===== src/rtl/vint_pkg.sv =====
package vint_pkg;
  typedef enum logic [3:0] {
    ST_IDLE, ST_RD_BASE, ST_RD_BIT, ST_RD_IP, ST_RD_CS,
    ST_PUSH_FL, ST_PUSH_CS, ST_PUSH_IP, ST_DONE
  } vint_state_e;

  typedef enum logic [1:0] {
    OC_NONE  = 2'd0,
    OC_REDIR = 2'd1,
    OC_PROT  = 2'd2,
    OC_FAULT = 2'd3
  } vint_outcome_e;

  localparam int FL_TF      = 8;
  localparam int FL_IF      = 9;
  localparam int FL_IOPL_LO = 12;
  localparam int FL_RF      = 16;
  localparam int FL_VIF     = 19;

  localparam logic [15:0] TSS_BMP_PTR_OFS = 16'd102;
  localparam logic [15:0] BMP_BIAS        = 16'd32;
endpackage


===== src/rtl/vint_ctrl.sv =====
module vint_ctrl
  import vint_pkg::*;
(
  input  logic          clk,
  input  logic          rst_n,
  input  logic          start,
  input  logic          ext_en,
  input  logic          iopl_max_now,
  input  logic          iopl_max_lat,
  input  logic          acc_done,
  input  logic          bmp_bit,
  output vint_state_e   state,
  output vint_outcome_e outcome
);
  vint_state_e   state_nx;
  vint_outcome_e outcome_nx;

  always_comb begin
    state_nx   = state;
    outcome_nx = outcome;
    case (state)
      ST_IDLE: begin
        if (start) begin
          outcome_nx = OC_NONE;
          if (!ext_en) begin
            state_nx   = ST_DONE;
            outcome_nx = iopl_max_now ? OC_PROT : OC_FAULT;
          end else begin
            state_nx = ST_RD_BASE;
          end
        end
      end
      ST_RD_BASE: if (acc_done) state_nx = ST_RD_BIT;
      ST_RD_BIT: begin
        if (acc_done) begin
          if (bmp_bit) begin
            state_nx   = ST_DONE;
            outcome_nx = iopl_max_lat ? OC_PROT : OC_FAULT;
          end else begin
            state_nx = ST_RD_IP;
          end
        end
      end
      ST_RD_IP:   if (acc_done) state_nx = ST_RD_CS;
      ST_RD_CS:   if (acc_done) state_nx = ST_PUSH_FL;
      ST_PUSH_FL: if (acc_done) state_nx = ST_PUSH_CS;
      ST_PUSH_CS: if (acc_done) state_nx = ST_PUSH_IP;
      ST_PUSH_IP: begin
        if (acc_done) begin
          state_nx   = ST_DONE;
          outcome_nx = OC_REDIR;
        end
      end
      ST_DONE: state_nx = ST_IDLE;
      default: state_nx = ST_IDLE;
    endcase
  end

  always_ff @(posedge clk or negedge rst_n) begin
    if (!rst_n) begin
      state   <= ST_IDLE;
      outcome <= OC_NONE;
    end else begin
      state   <= state_nx;
      outcome <= outcome_nx;
    end
  end
endmodule


===== src/rtl/vint_flags.sv =====
module vint_flags
  import vint_pkg::*;
#(
  parameter int FLAG_W = 32
) (
  input  logic [FLAG_W-1:0] flags,
  input  logic              iopl_max,
  output logic [15:0]       image,
  output logic [FLAG_W-1:0] updated
);
  always_comb begin
    image = flags[15:0];
    if (!iopl_max) begin
      image[FL_IF]                  = flags[FL_VIF];
      image[FL_IOPL_LO+1:FL_IOPL_LO] = 2'b11;
    end
  end

  always_comb begin
    updated        = flags;
    updated[FL_TF] = 1'b0;
    updated[FL_RF] = 1'b0;
    if (iopl_max) updated[FL_IF]  = 1'b0;
    else          updated[FL_VIF] = 1'b0;
  end
endmodule


===== src/rtl/vint_port.sv =====
module vint_port
  import vint_pkg::*;
#(
  parameter int ADDR_W = 32
) (
  input  vint_state_e       state,
  input  logic [ADDR_W-1:0] tss_base,
  input  logic [ADDR_W-1:0] ss_base,
  input  logic [15:0]       bmp_ofs,
  input  logic [7:0]        vec,
  input  logic [15:0]       sp_dec,
  input  logic [15:0]       image,
  input  logic [15:0]       old_cs,
  input  logic [15:0]       old_ip,
  output logic              mem_req,
  output logic              mem_we,
  output logic              mem_wide,
  output logic [ADDR_W-1:0] mem_addr,
  output logic [15:0]       mem_wdata
);
  localparam int PAD16 = ADDR_W - 16;
  localparam int PADV  = ADDR_W - 10;
  localparam int PADB  = ADDR_W - 5;

  logic [ADDR_W-1:0] ivt_addr;
  logic [ADDR_W-1:0] push_addr;

  assign ivt_addr  = {{PADV{1'b0}}, vec, 2'b00};
  assign push_addr = ss_base + {{PAD16{1'b0}}, sp_dec};

  always_comb begin
    mem_req   = 1'b1;
    mem_we    = 1'b0;
    mem_wide  = 1'b1;
    mem_addr  = '0;
    mem_wdata = '0;
    case (state)
      ST_RD_BASE: mem_addr = tss_base + {{PAD16{1'b0}}, TSS_BMP_PTR_OFS};
      ST_RD_BIT: begin
        mem_wide = 1'b0;
        mem_addr = tss_base + {{PAD16{1'b0}}, bmp_ofs} + {{PADB{1'b0}}, vec[7:3]};
      end
      ST_RD_IP: mem_addr = ivt_addr;
      ST_RD_CS: mem_addr = ivt_addr + {{(ADDR_W-2){1'b0}}, 2'd2};
      ST_PUSH_FL: begin
        mem_we = 1'b1; mem_addr = push_addr; mem_wdata = image;
      end
      ST_PUSH_CS: begin
        mem_we = 1'b1; mem_addr = push_addr; mem_wdata = old_cs;
      end
      ST_PUSH_IP: begin
        mem_we = 1'b1; mem_addr = push_addr; mem_wdata = old_ip;
      end
      default: mem_req = 1'b0;
    endcase
  end
endmodule


===== src/rtl/vint_redirect.sv =====
module vint_redirect
  import vint_pkg::*;
#(
  parameter int ADDR_W = 32,
  parameter int FLAG_W = 32
) (
  input  logic              clk,
  input  logic              rst_n,
  input  logic              start,
  input  logic [7:0]        vector,
  input  logic              ext_en,
  input  logic [1:0]        iopl,
  input  logic [FLAG_W-1:0] flags_in,
  input  logic [15:0]       cs_in,
  input  logic [15:0]       ip_next,
  input  logic [15:0]       sp_in,
  input  logic [ADDR_W-1:0] ss_base,
  input  logic [ADDR_W-1:0] tss_base,
  output logic              mem_req,
  output logic              mem_we,
  output logic              mem_wide,
  output logic [ADDR_W-1:0] mem_addr,
  output logic [15:0]       mem_wdata,
  input  logic [15:0]       mem_rdata,
  input  logic              mem_ack,
  output logic              done,
  output logic [1:0]        outcome,
  output logic [15:0]       new_cs,
  output logic [19:0]       new_cs_base,
  output logic [15:0]       new_ip,
  output logic [15:0]       new_sp,
  output logic [FLAG_W-1:0] flags_out
);
  vint_state_e   st;
  vint_outcome_e oc;

  logic [7:0]        vec_q,   vec_nx;
  logic              pl3_q,   pl3_nx;
  logic [FLAG_W-1:0] flg_q,   flg_nx;
  logic [15:0]       ocs_q,   ocs_nx;
  logic [15:0]       oip_q,   oip_nx;
  logic [ADDR_W-1:0] ssb_q,   ssb_nx;
  logic [ADDR_W-1:0] tsb_q,   tsb_nx;
  logic [15:0]       bmp_q,   bmp_nx;
  logic [15:0]       sp_q,    sp_nx;
  logic [15:0]       ncs_q,   ncs_nx;
  logic [15:0]       nip_q,   nip_nx;

  logic              cap_en;
  logic              acc_done;
  logic              bmp_bit;
  logic [15:0]       sp_dec;
  logic [15:0]       image;
  logic [FLAG_W-1:0] flg_upd;

  assign cap_en   = (st == ST_IDLE) && start;
  assign acc_done = mem_req && mem_ack;
  assign bmp_bit  = mem_rdata[vec_q[2:0]];
  assign sp_dec   = sp_q - 16'd2;

  vint_ctrl u_ctrl (
    .clk          (clk),
    .rst_n        (rst_n),
    .start        (start),
    .ext_en       (ext_en),
    .iopl_max_now (iopl == 2'd3),
    .iopl_max_lat (pl3_q),
    .acc_done     (acc_done),
    .bmp_bit      (bmp_bit),
    .state        (st),
    .outcome      (oc)
  );

  vint_flags #(.FLAG_W(FLAG_W)) u_flags (
    .flags    (flg_q),
    .iopl_max (pl3_q),
    .image    (image),
    .updated  (flg_upd)
  );

  vint_port #(.ADDR_W(ADDR_W)) u_port (
    .state     (st),
    .tss_base  (tsb_q),
    .ss_base   (ssb_q),
    .bmp_ofs   (bmp_q),
    .vec       (vec_q),
    .sp_dec    (sp_dec),
    .image     (image),
    .old_cs    (ocs_q),
    .old_ip    (oip_q),
    .mem_req   (mem_req),
    .mem_we    (mem_we),
    .mem_wide  (mem_wide),
    .mem_addr  (mem_addr),
    .mem_wdata (mem_wdata)
  );

  always_comb begin
    vec_nx = vec_q;  pl3_nx = pl3_q;  flg_nx = flg_q;
    ocs_nx = ocs_q;  oip_nx = oip_q;  ssb_nx = ssb_q;
    tsb_nx = tsb_q;  bmp_nx = bmp_q;  sp_nx  = sp_q;
    ncs_nx = ncs_q;  nip_nx = nip_q;
    if (cap_en) begin
      vec_nx = vector;   pl3_nx = (iopl == 2'd3);  flg_nx = flags_in;
      ocs_nx = cs_in;    oip_nx = ip_next;         ssb_nx = ss_base;
      tsb_nx = tss_base; sp_nx  = sp_in;
      ncs_nx = cs_in;    nip_nx = ip_next;
    end
    if (acc_done) begin
      case (st)
        ST_RD_BASE: bmp_nx = mem_rdata - BMP_BIAS;
        ST_RD_IP:   nip_nx = mem_rdata;
        ST_RD_CS:   ncs_nx = mem_rdata;
        ST_PUSH_FL, ST_PUSH_CS, ST_PUSH_IP: sp_nx = sp_dec;
        default: ;
      endcase
    end
  end

  always_ff @(posedge clk or negedge rst_n) begin
    if (!rst_n) begin
      vec_q <= '0; pl3_q <= 1'b0; flg_q <= '0; ocs_q <= '0; oip_q <= '0;
      ssb_q <= '0; tsb_q <= '0;   bmp_q <= '0; sp_q  <= '0;
      ncs_q <= '0; nip_q <= '0;
    end else begin
      vec_q <= vec_nx; pl3_q <= pl3_nx; flg_q <= flg_nx; ocs_q <= ocs_nx;
      oip_q <= oip_nx; ssb_q <= ssb_nx; tsb_q <= tsb_nx; bmp_q <= bmp_nx;
      sp_q  <= sp_nx;  ncs_q <= ncs_nx; nip_q <= nip_nx;
    end
  end

  assign done        = (st == ST_DONE);
  assign outcome     = oc;
  assign new_cs      = ncs_q;
  assign new_cs_base = {ncs_q, 4'h0};
  assign new_ip      = nip_q;
  assign new_sp      = sp_q;
  assign flags_out   = (oc == OC_REDIR) ? flg_upd : flg_q;
endmodule


===== config.mk =====
export PLATFORM = sky130hd
export DESIGN_NAME = vint_redirect
export DESIGN_NICKNAME = d
export VERILOG_FILES = /design/src/rtl/vint_pkg.sv /design/src/rtl/vint_ctrl.sv /design/src/rtl/vint_flags.sv /design/src/rtl/vint_port.sv /design/src/rtl/vint_redirect.sv
export SDC_FILE = /design/constraint.sdc
export NUM_CORES = 1
export LEC_CHECK = 0
export CORE_AREA = 2 2 157 159
export DETAILED_ROUTE_END_ITERATION = 8
export DIE_AREA = 0 0 159 161
export GPL_TIMING_DRIVEN = 0
export PLACE_DENSITY = 0.86
export SLEW_MARGIN = 20
export SYNTH_ARGS = -nofsm -noshare
export SYNTH_HDL_FRONTEND = slang
export SYNTH_SLANG_ARGS = --single-unit

===== constraint.sdc =====
create_clock -name clk -period 8.68 [get_ports clk]
set_input_delay 2.17 -clock clk [delete_from_list [all_inputs] [get_ports clk]]
set_output_delay 2.17 -clock clk [all_outputs]
set_load 0.05 [all_outputs]

# --- Word level (Yosys, flattened, before mapping) ---
# Index checks and enable logic that the tools add are counted.
totals:
  mem_count: 0
  word_cells: 89
  output_inout_bits: 154
  latchBits: 0
  inputBits: 175
  mem_bits_ro: 0
  ram_bits: 0
  reg_bits: 207
classes:
  div: 0
  shift: 0
  mul: 0
  order_cmp: 1
  add_sub_neg: 7
  bitwise: 0
  muxes: 40
  reduce_logical: 9
  eq_ne: 19
ops:
  columns: ["op", "n"]
  rows:
  - ["case mux 32 bit (5 select lines)", 1]
  - ["2-to-1 mux 16 bit", 9]
  - ["adder 32 x 16 -> 32 bit", 2]
  - ["case mux 16 bit (3 select lines)", 1]
  - ["2-to-1 mux 4 bit", 10]
  - ["adder 32 x 5 -> 32 bit", 1]
  - ["adder 32 x 7 -> 32 bit (second input constant)", 1]
  - ["case mux 4 bit (8 select lines)", 1]
  - ["2-to-1 mux 20 bit", 1]
  - ["inequality test 2 bit (second input constant)", 9]
  - ["== test 4 x 3 -> 1 bit (second input constant)", 4]
  - ["subtractor 16 x 2 -> 16 bit (second input constant)", 1]
  - ["subtractor 16 x 6 -> 16 bit (second input constant)", 1]
  - ["2-to-1 mux 2 bit", 6]
  - ["adder 10 x 2 -> 11 bit (second input constant)", 1]
  - ["2-to-1 mux 1 bit", 9]
  - ["== test 4 x 2 -> 1 bit (second input constant)", 2]
  - ["AND reduction 8 bit", 1]
  - ["OR reduction 7 bit", 1]
  - ["case mux 2 bit (3 select lines)", 1]
  - ["less-than comparator 3 x 5 -> 1 bit (second input constant)", 1]
  - ["AND reduction 5 bit", 1]
  - ["== test 4 x 1 -> 1 bit (second input constant)", 1]
  - ["== test 4 bit (second input constant)", 1]
  - ["8 further kinds", 9]

# --- Depth between registers and ports, before layout ---
# Gate-level depths: netlist (run 1).
logic_depth:
  ltp_word: 6
  mapped_depth: 18
  depth_no_buf: 17

# --- By module ---
# From an unflattened synthesis (run 1), not the netlist that was laid out.
hier_totals:
  cells_unflattened: 1649
  area_unflattened_um2: 13870.8
by_module_without_submodules:
  columns: ["mod", "instances", "area_each_um2", "cells_per_inst", "seq_area_each_um2"]
  rows:
  - ["vint_redirect", 1, 9116.2, 989, 5029.8]
  - ["vint_port", 1, 3962.6, 562, 0.0]
  - ["vint_ctrl", 1, 421.7, 49, 150.1]
  - ["vint_flags", 1, 370.4, 49, 0.0]

# --- Worst setup path before layout (run 1) ---
# No wires, ideal clock.
synth_timing:
  kind: "register to output"
  startpoint: "register sp_q[1], in the netlist new_sp[1]"
  endpoint: "output mem_addr[20]"
  t_arrival_ps: 5314
  path_stages_with_launch: 19
  slack_ps: 1196
  cell_sequence: "dfrtp_1 inv_1 ha_1 or3b_4 or3_4 or3_4 or3_1 buf_2 nor3_2 xor2_1 ha_1 a21o_1 a21o_1 a21oi_1 o21a_1 o22a_1 nor2_1 xnor2_1 o21ai_0"
synth_via:
  elab_chain_len: 3
synth_rtl:
  columns: ["item", "line", "rtl"]
  rows:
  - ["from (decl)", "vint_redirect.sv:45", "logic [15:0] sp_q, sp_nx;"]
  - ["from (signal assigned)", "vint_redirect.sv:128", "sp_q <= sp_nx; ncs_q <= ncs_nx; nip_q <= nip_nx;"]
  - ["subtractor 16 x 2 -> 16 bit", "vint_redirect.sv:59", "assign sp_dec = sp_q - 16'd2;"]
  - ["adder 32 x 16 -> 32 bit", "vint_port.sv:29", "assign push_addr = ss_base + {{PAD16{1'b0}}, sp_dec};"]
  - ["case mux 32 bit (5 select lines)", "vint_port.sv:37", "case (state)"]
  - ["to (decl)", "vint_redirect.sv:22", "output logic [ADDR_W-1:0] mem_addr,"]
# No other way between the ends.

# --- Final worst setup path (run 1) ---
layout_timing:
  startpoint: "register sp_q[1], in the netlist new_sp[1]"
  endpoint: "output mem_addr[27]"
# Same word-level chain as after synthesis.

==> impl_metrics.py, run 1 <==
metrics = {
    "logic_synthesis": {
        "synthDistinctLibCells": 73,
        "synth_edf_count": 0,
        "syn_inst_count": 1571,
        "synth_async_sr_flop_share_pct": 100,
        "syn_area_per_cell_um2": 8.12,
        "seq_area_frac_synth_pct": 40.6,
        "synth_flop_cell": "sky130_fd_sc_hd__dfrtp_1",
        "synthesis.area_mm2": 0.0128,
        "ys.warnings.count": 0,
        "synth.ff_latch_count": 207,
    },
    "sta": {
        "slew-limit-headroom_pct": 28.3,
        "report.final.setup_viol": 0,
        "timing.final.max_slew_violations": 0,
        "fmaxAchievable_mhz": 120,
        "setup_ws_ns": 0.320,
        "minimum_clock_period_after_layout_ns": 8.36,
        "rsz0062_at_grt": "false",
        "timing_hold_violations_final": 0,
        "clock-skew-final_ns": 0.0262,
        "worstMarginPinSlew_ns": 1.07,
        "post-route-period-util_pct": 96.3,
        "whs_ns": 0.476,
    },
    "global_routing": {
        "grt_overflow_total": 0,
        "grt_antenna_before_repair": 1,
        "grt_max_degree": 81,
        "grt.total_usage_pct": 36.6,
        "vias_in_the_first_global_route": 13500,
        "grt_pass1_wl_um": 73800,
    },
    "detailed_routing": {
        "remaining_drc_errors": 0,
        "viasPerCell": 5.81,
        "drtPass1Iterations": 7,
        "wl_per_cell_um": 20.8,
        "detail_route_antenna_nets": 0,
        "via_count": 13200,
        "drt_iter0_markers": 1396,
        "postRouteWirelength_um": 47200,
    },
    "place": {
        "place.gp.congestion": 0.981,
        "preCtsSetupSlack_ns": 0.933,
        "dp.final_hpwl_um": 35900,
        "port_buffers": 323,
    },
    "clock_tree": {
        "cts_tree": "yes",
        "cts-buffers-inserted": 24,
        "clk_root_buffer_cell": "sky130_fd_sc_hd__clkbuf_16",
        "post_cts_resized": 0,
        "cts.sinks": 207,
        "cts.clk_slew.worst_paths_ns": 0.06,
        "clock_tree.htree_level_count": 1,
        "cts_hold_repair.buffers": 0,
        "cts-root-to-sink-buffers": 3,
        "postCtsSetupRepairBufs": 0,
        "worstSkewPairLatency_ns": 0.55,
    },
    "critical_path": {
        "start_kind": "flop",
        "reg2reg_to": "new_sp[15]",
        "path_max_fanout": 10,
        "crit_slowest_cell": "sky130_fd_sc_hd__clkdlybuf4s50_1",
        "timing.setup.critical_path_class": "flop to output pin",
        "worstPathArrival_ns": 6.19,
        "cp_launch_point": "new_sp[1]",
        "worst-endpoint-required_ns": 6.51,
        "worst-r2r-cell-count": 11,
        "reg2reg_slack_ns": 5.51,
        "worstPathCellList": "inv_1 -> ha_1 -> or3b_4 -> or3_4 -> or3_4 -> or3_1 -> buf_2 -> nor3_2 -> xor2_1 -> ha_1 -> nand2_1 -> o21ai_0 -> a21o_1 -> a32oi_1 -> clkbuf_1 -> nor3_1 -> xor2_1 -> a211o_1 -> clkdlybuf4s50_1",
        "crit-reg2reg-launch": "new_sp[1]",
        "critPathCaptureType": "output pin",
        "max_incr_delay_on_cp_ns": 0.80,
    },
    "power": {
        "cellLeakagePower_nw": 7.90,
        "irDropWorstVdd_mv": 0.339,
        "power_per_cell_area_mw_per_mm2": 495,
    },
    "status": {
        "outcome": "complete, no violations",
    },
    "floorplan": {
        "dieHeight_um": 161,
        "die-area_mm2": 0.0256,
        "placeable_area_mm2": 0.0240,
        "floorplan.initialDensity_pct": 53.2,
        "placementRows": 57,
        "io-pin-count": 329,
        "die-width_um": 159,
    },
    "worst_hold_path": {
        "worst_hold_path.endpoint": "flg_q[16]",
        "holdPathStages": 2,
        "hold_class": "flop to flop",
        "min_from": "flg_q[16]",
    },
    "finish": {
        "final_nets": 2156,
        "syn2layout_area_growth_pct": 35.7,
        "final_layout_size_suffix_gt1_share_pct": 6.74,
    },
    "flow_run": {
        "drv.max_cap_violation_count": 0,
    },
}
-- worst max-delay path by stage --
stage	slack, ns	to	cells past startpoint
final	0.32	mem_addr[27]	19
after global routing	0.1	mem_addr[28]	19
after CTS	0.33	mem_addr[27]	19
after detailed placement	0.93	mem_addr[27]	19
after global placement	-3.23	new_cs[5]	1
after floorplan	1.20	mem_addr[20]	18
-- per-layer routing --
layer  vias to the layer above  part of all wire, %  track usage (%)  routed length, µm
met5                         -                    0                0                  0
met2                       739                   47             62.0              22400
met3                       175                  9.2             8.60               4340
met4                         0                  6.3             19.9               2960
li1                       6004                    -                -                  -
met1                      6255                   37             43.3              17500
-- cell type report --
class                           count  area [µm²]
Buffer                            132         686
Clock buffer                       35         712
Sequential cell                   207        5180
Clock inverter                      9         126
Fill cell                        1925        6650
Multi-Input combinational cell   1206        6800
Tap cell                          324         405
Timing Repair Buffer              325        3290
Antenna cell                        2        5.00
Inverter                           29         109
-- cell usage after synthesis, drive strengths merged, types with 4 or more instances --
library cell  count  area share [%]
nand2           535              16
dfrtp           207              41
nor2             96             2.8
clkbuf           77             2.3
o21ai            62             2.4
a21oi            61             2.4
buf              55             3.1
ha               49             4.8
a31oi            45             2.2
xnor2            44             3.0
xor2             33             2.3
inv              29            0.85
nand3            24            0.94
nor3             21             1.0
a22oi            19             1.1
mux2             19             1.7
o22ai            14            0.69
or3              13            0.83
a21o             11            0.65
and3             11            0.54
o221ai           10            0.69
nand4             9            0.44
and2              8            0.39
o211ai            8            0.47
fa                7             1.1
nand2b            7            0.34
nor4              7            0.39
o21a              7            0.41
nor2b             6            0.29
a221o             5            0.39
a222oi            5            0.39
a311oi            5            0.34
nor3b             5            0.29
mux2i             4            0.31
or2               4            0.20
-- flip-flops by register name (all words and copies together), names as in the netlist, 4 cells and up --
signal        count
new_ip           16
bmp_q            16
ocs_q            16
new_sp           16
u_ctrl.state      4
new_cs           16
ssb_q            32
vec_q             8
tsb_q            32
oip_q            16
flg_q            32
-- metrics by stage --
step / util [%] / power, mW / instance area [µm²] / std cells / setup TNS, ns
final: 72.2 / 8.58 / 17300 / 2269 / 0
after detailed placement: 68.7 / 7.42 / 16500 / 2223 / 0
after floorplan: - / 5.54 / 12800 / 1574 / 0
after global placement: 68.5 / 7.32 / 16400 / 2221 / -661.98
after global routing: 72.2 / 9.04 / 17300 / 2267 / 0
after CTS: 72.2 / 8.52 / 17300 / 2267 / 0
-- cell usage in the layout (no fill, tap or decap), types with 6 or more instances in the layout --
cell type                         count
sky130_fd_sc_hd__buf_4               48
sky130_fd_sc_hd__a22oi_1             19
sky130_fd_sc_hd__nor2_1              96
sky130_fd_sc_hd__clkbuf_1            81
sky130_fd_sc_hd__dfrtp_1            207
sky130_fd_sc_hd__nor4_1               6
sky130_fd_sc_hd__fa_1                 7
sky130_fd_sc_hd__xor2_1              33
sky130_fd_sc_hd__and2_1               8
sky130_fd_sc_hd__xnor2_1             44
sky130_fd_sc_hd__clkbuf_8             7
sky130_fd_sc_hd__o21ai_1             12
sky130_fd_sc_hd__o21a_1               7
sky130_fd_sc_hd__clkdlybuf4s50_1    322
sky130_fd_sc_hd__nor2b_1              6
sky130_fd_sc_hd__nor3_1              17
sky130_fd_sc_hd__or3_1                8
sky130_fd_sc_hd__clkbuf_16           24
sky130_fd_sc_hd__nand3_1             24
sky130_fd_sc_hd__ha_1                49
sky130_fd_sc_hd__o22ai_1             14
sky130_fd_sc_hd__a31oi_1             45
sky130_fd_sc_hd__inv_1               28
sky130_fd_sc_hd__nand2_1            535
sky130_fd_sc_hd__nand4_1              9
sky130_fd_sc_hd__o21ai_0             50
sky130_fd_sc_hd__a21o_1              11
sky130_fd_sc_hd__o211ai_1             8
sky130_fd_sc_hd__nand2b_1             7
sky130_fd_sc_hd__mux2_2              19
sky130_fd_sc_hd__o221ai_1            10
sky130_fd_sc_hd__and3_1              11
sky130_fd_sc_hd__a21oi_1             61
-- power by group --
group	switching, mW	internal, mW	total (mW)
Clock	0.434	0.633	1.07
Combinational	3.59	1.96	5.55
Sequential	0.516	1.44	1.95
-- critical path: cells and delay by family (launching register included) --
family / cells / cell delay (ns)
simple gates: 7 / 1.75
buf+inv: 4 / 1.61
compound gates: 4 / 0.78
xor+xnor: 2 / 0.57
fa+ha+maj: 2 / 0.50
flops: 1 / 0.44
-- kinds of logic after synthesis --
kind of cell / count (synthesis) / synth area share, %
AND/OR/NAND/NOR: 755 / 24.9
other: 1 / 0.0294
buffers and inverters: 161 / 6.23
AO/OA/AOI/OAI: 289 / 14.8
flip-flops: 207 / 40.6
XOR/XNOR: 77 / 5.29
multiplexers: 25 / 2.34
adder cells (fa/ha/maj): 56 / 5.90
Note: power is estimated with default switching activity, not from simulation.
==> run 2: changes to the inputs <==
--- a/config.mk
+++ b/config.mk
@@ -10,6 +10,7 @@
 export DIE_AREA = 0 0 159 161
 export GPL_TIMING_DRIVEN = 0
 export PLACE_DENSITY = 0.86
+export SETUP_SLACK_MARGIN = 0.4
 export SLEW_MARGIN = 20
 export SYNTH_ARGS = -nofsm -noshare
 export SYNTH_HDL_FRONTEND = slang
==> impl_metrics.py, run 2 (synthesized netlist as in run 1, its figures left out) <==
metrics = {
    "finish": {
        "final_nets": 2156,
        "multi_input_area_mm2": 0.00680,
        "final_layout_size_suffix_gt1_share_pct": 6.79,
        "layout_commonest_cell": "sky130_fd_sc_hd__nand2_1",
        "reg_top3": "flg_q x32, ssb_q x32, tsb_q x32",
        "seq_area_mm2": 0.00518,
        "most-common-layout-cells": "535 x sky130_fd_sc_hd__nand2_1, 311 x sky130_fd_sc_hd__clkdlybuf4s50_1, 207 x sky130_fd_sc_hd__dfrtp_1",
        "stdcell_area_mm2": 0.0173,
        "num-fill-cells": 1923,
        "syn2layout_area_growth_pct": 35.9,
    },
    "power": {
        "pwr-share-clk_pct": 12.5,
        "cellLeakagePower_nw": 8.04,
        "totalPowerFinal_mw": 8.57,
        "combPwrFrac_pct": 64.7,
        "power_per_cell_area_mw_per_mm2": 495,
        "power_switching_share_pct": 53.0,
        "power_switching_mw": 4.55,
        "irDropWorstVdd_mv": 0.339,
        "p_int_mw": 4.03,
        "seq_power_share_pct": 22.8,
    },
    "clock_tree": {
        "postCtsSetupRepairBufs": 0,
        "clk_root_buffer_cell": "sky130_fd_sc_hd__clkbuf_16",
        "cts-buffers-inserted": 24,
        "cts.clk_slew.worst_paths_ns": 0.06,
        "cts_tree": "yes",
        "cts.sinks": 207,
        "cts_hold_repair.buffers": 0,
        "worstSkewPairLatency_ns": 0.55,
        "clock_tree.htree_level_count": 1,
        "cts-root-to-sink-buffers": 3,
    },
    "critical_path": {
        "start_kind": "flop",
        "crit_slowest_cell": "sky130_fd_sc_hd__clkdlybuf4s50_1",
        "worst-endpoint-required_ns": 6.51,
        "max_incr_delay_on_cp_ns": 0.83,
        "worst-r2r-cell-count": 11,
        "critPathCaptureType": "output pin",
        "timing.setup.critical_path_class": "flop to output pin",
        "worstPathArrival_ns": 5.91,
        "worstPathCellList": "inv_1 -> ha_1 -> or3b_4 -> or3_4 -> or3_4 -> or3_1 -> buf_2 -> xnor2_1 -> ha_1 -> clkbuf_1 -> nand2_1 -> nor2_1 -> and4_1 -> a32oi_1 -> nor3_1 -> xor2_1 -> a221o_1 -> clkdlybuf4s50_1",
        "path_max_fanout": 7,
    },
    "detailed_routing": {
        "via_count": 13100,
        "wl_per_cell_um": 20.8,
        "detail_route_antenna_nets": 0,
        "drt_iter0_markers": 1270,
        "drtPass1Iterations": 7,
        "viasPerCell": 5.78,
        "postRouteWirelength_um": 47300,
        "remaining_drc_errors": 0,
    },
    "floorplan": {
        "placementRows": 57,
        "io-pin-count": 329,
        "die-area_mm2": 0.0256,
        "placeable_area_mm2": 0.0240,
        "die-width_um": 159,
        "dieHeight_um": 161,
        "floorplan.initialDensity_pct": 53.2,
    },
    "place": {
        "place.gp.congestion": 0.981,
        "dp.final_hpwl_um": 35900,
        "port_buffers": 323,
        "instance_area_after_placement_mm2": 0.0165,
    },
    "sta": {
        "timing_hold_violations_final": 0,
        "post-route-period-util_pct": 93.1,
        "report.final.setup_viol": 0,
        "fmaxAchievable_mhz": 124,
        "timing.final.max_slew_violations": 0,
        "rsz0062_at_grt": "false",
        "minimum_clock_period_after_layout_ns": 8.08,
        "worstMarginPinSlew_ns": 1.05,
        "slew-limit-headroom_pct": 29.4,
        "clock-skew-final_ns": 0.0303,
    },
    "global_routing": {
        "grt_overflow_total": 0,
        "grt_pass1_wl_um": 73800,
        "grt.total_usage_pct": 36.6,
        "grt_antenna_before_repair": 1,
        "grt_max_degree": 81,
        "vias_in_the_first_global_route": 13500,
    },
    "flow_run": {
        "drv.max_cap_violation_count": 0,
    },
    "status": {
        "outcome": "complete, no violations",
    },
    "worst_hold_path": {
        "holdPathStages": 2,
        "hold_class": "flop to flop",
    },
}
run 2: changes by cell type in the layout (fill, tap and decap cells not counted):
| cell | before | now |
|---|---|---|
| sky130_fd_sc_hd__clkdlybuf4s50_1 | 322 | 311 |
| sky130_fd_sc_hd__clkdlybuf4s15_1 | 0 | 1 |
| sky130_fd_sc_hd__dlymetal6s2s_1 | 0 | 9 |
| sky130_fd_sc_hd__clkbuf_2 | 0 | 1 |
| sky130_fd_sc_hd__clkbuf_1 | 81 | 80 |
| sky130_fd_sc_hd__dlygate4sd2_1 | 0 | 1 |
run 2: final cells by class:
type                       count  area share, %
antenna                        2         0.0289
buffer                       132           3.96
clock buffer                  35           4.11
clock inverter                 9          0.729
inverter                      29          0.628
multi-input combinational   1206           39.2
sequential                   207           29.9
tap                          324           2.34
timing repair buffer         325           19.1
run 2: worst max-delay path: cells and delay by family, from the launching register on:
family | cells | cell delay [ns]
AND/OR/NAND/NOR | 8 | 2.18
adder cells (fa/ha/maj) | 2 | 0.50
flip-flops | 1 | 0.44
buffers and inverters | 4 | 1.48
AO/OA/AOI/OAI | 2 | 0.32
XOR/XNOR | 2 | 0.47
run 2: through the flow:
step	setup TNS, ns	util, %	instances	setup WS [ns]	hold slack (ns)
6_report	0	72.3	2269	0.597	0.476
5_1_grt	0	72.3	2267	0.402	0.491
4_1_cts	0	72.2	2267	0.405	0.478
3_5_place_dp	0	68.7	2223	0.933	0.463
3_3_place_gp	-661.98	68.5	2221	-3.23	0.452
2_1_floorplan	0	-	1574	1.20	0.437
run 2: power by group through the flow:
stage / sequential, mW / combinational, mW / clock, mW
2_1_floorplan: 2.16 / 3.38 / 0
3_3_place_gp: 1.92 / 5.39 / 0
5_1_grt: 2.00 / 5.92 / 1.11
3_5_place_dp: 1.94 / 5.48 / 0
4_1_cts: 1.94 / 5.51 / 1.07
6_report: 1.95 / 5.55 / 1.07
run 2: what timing repair did:
item | CTS | global route
gates cloned | 0 | 0
hold endpoints to repair | 0 | 0
endpoints found under the setup margin | 5 | 10
gates resized for setup | 3 | 10
run 2: final timing paths:
check                           from            to  slack, ns
setup / recovery           new_sp[1]  mem_addr[29]       0.60
hold / removal              ocs_q[8]      ocs_q[8]       0.48
setup reg to reg           new_sp[1]    new_sp[15]       5.51
hold reg to reg             ocs_q[8]      ocs_q[8]       0.48
max in group asynchronous      rst_n     new_ip[1]       6.28
min in group asynchronous      rst_n     tsb_q[20]       1.56
run 2: per-layer routing:
| layer | up-vias | routed length [µm] | track usage [%] |
|---|---|---|---|
| li1 | 6002 | - | - |
| met5 | - | 0 | 0 |
| met2 | 696 | 22500 | 62.0 |
| met1 | 6265 | 17700 | 43.3 |
| met3 | 160 | 4160 | 8.60 |
| met4 | 0 | 2890 | 19.9 |
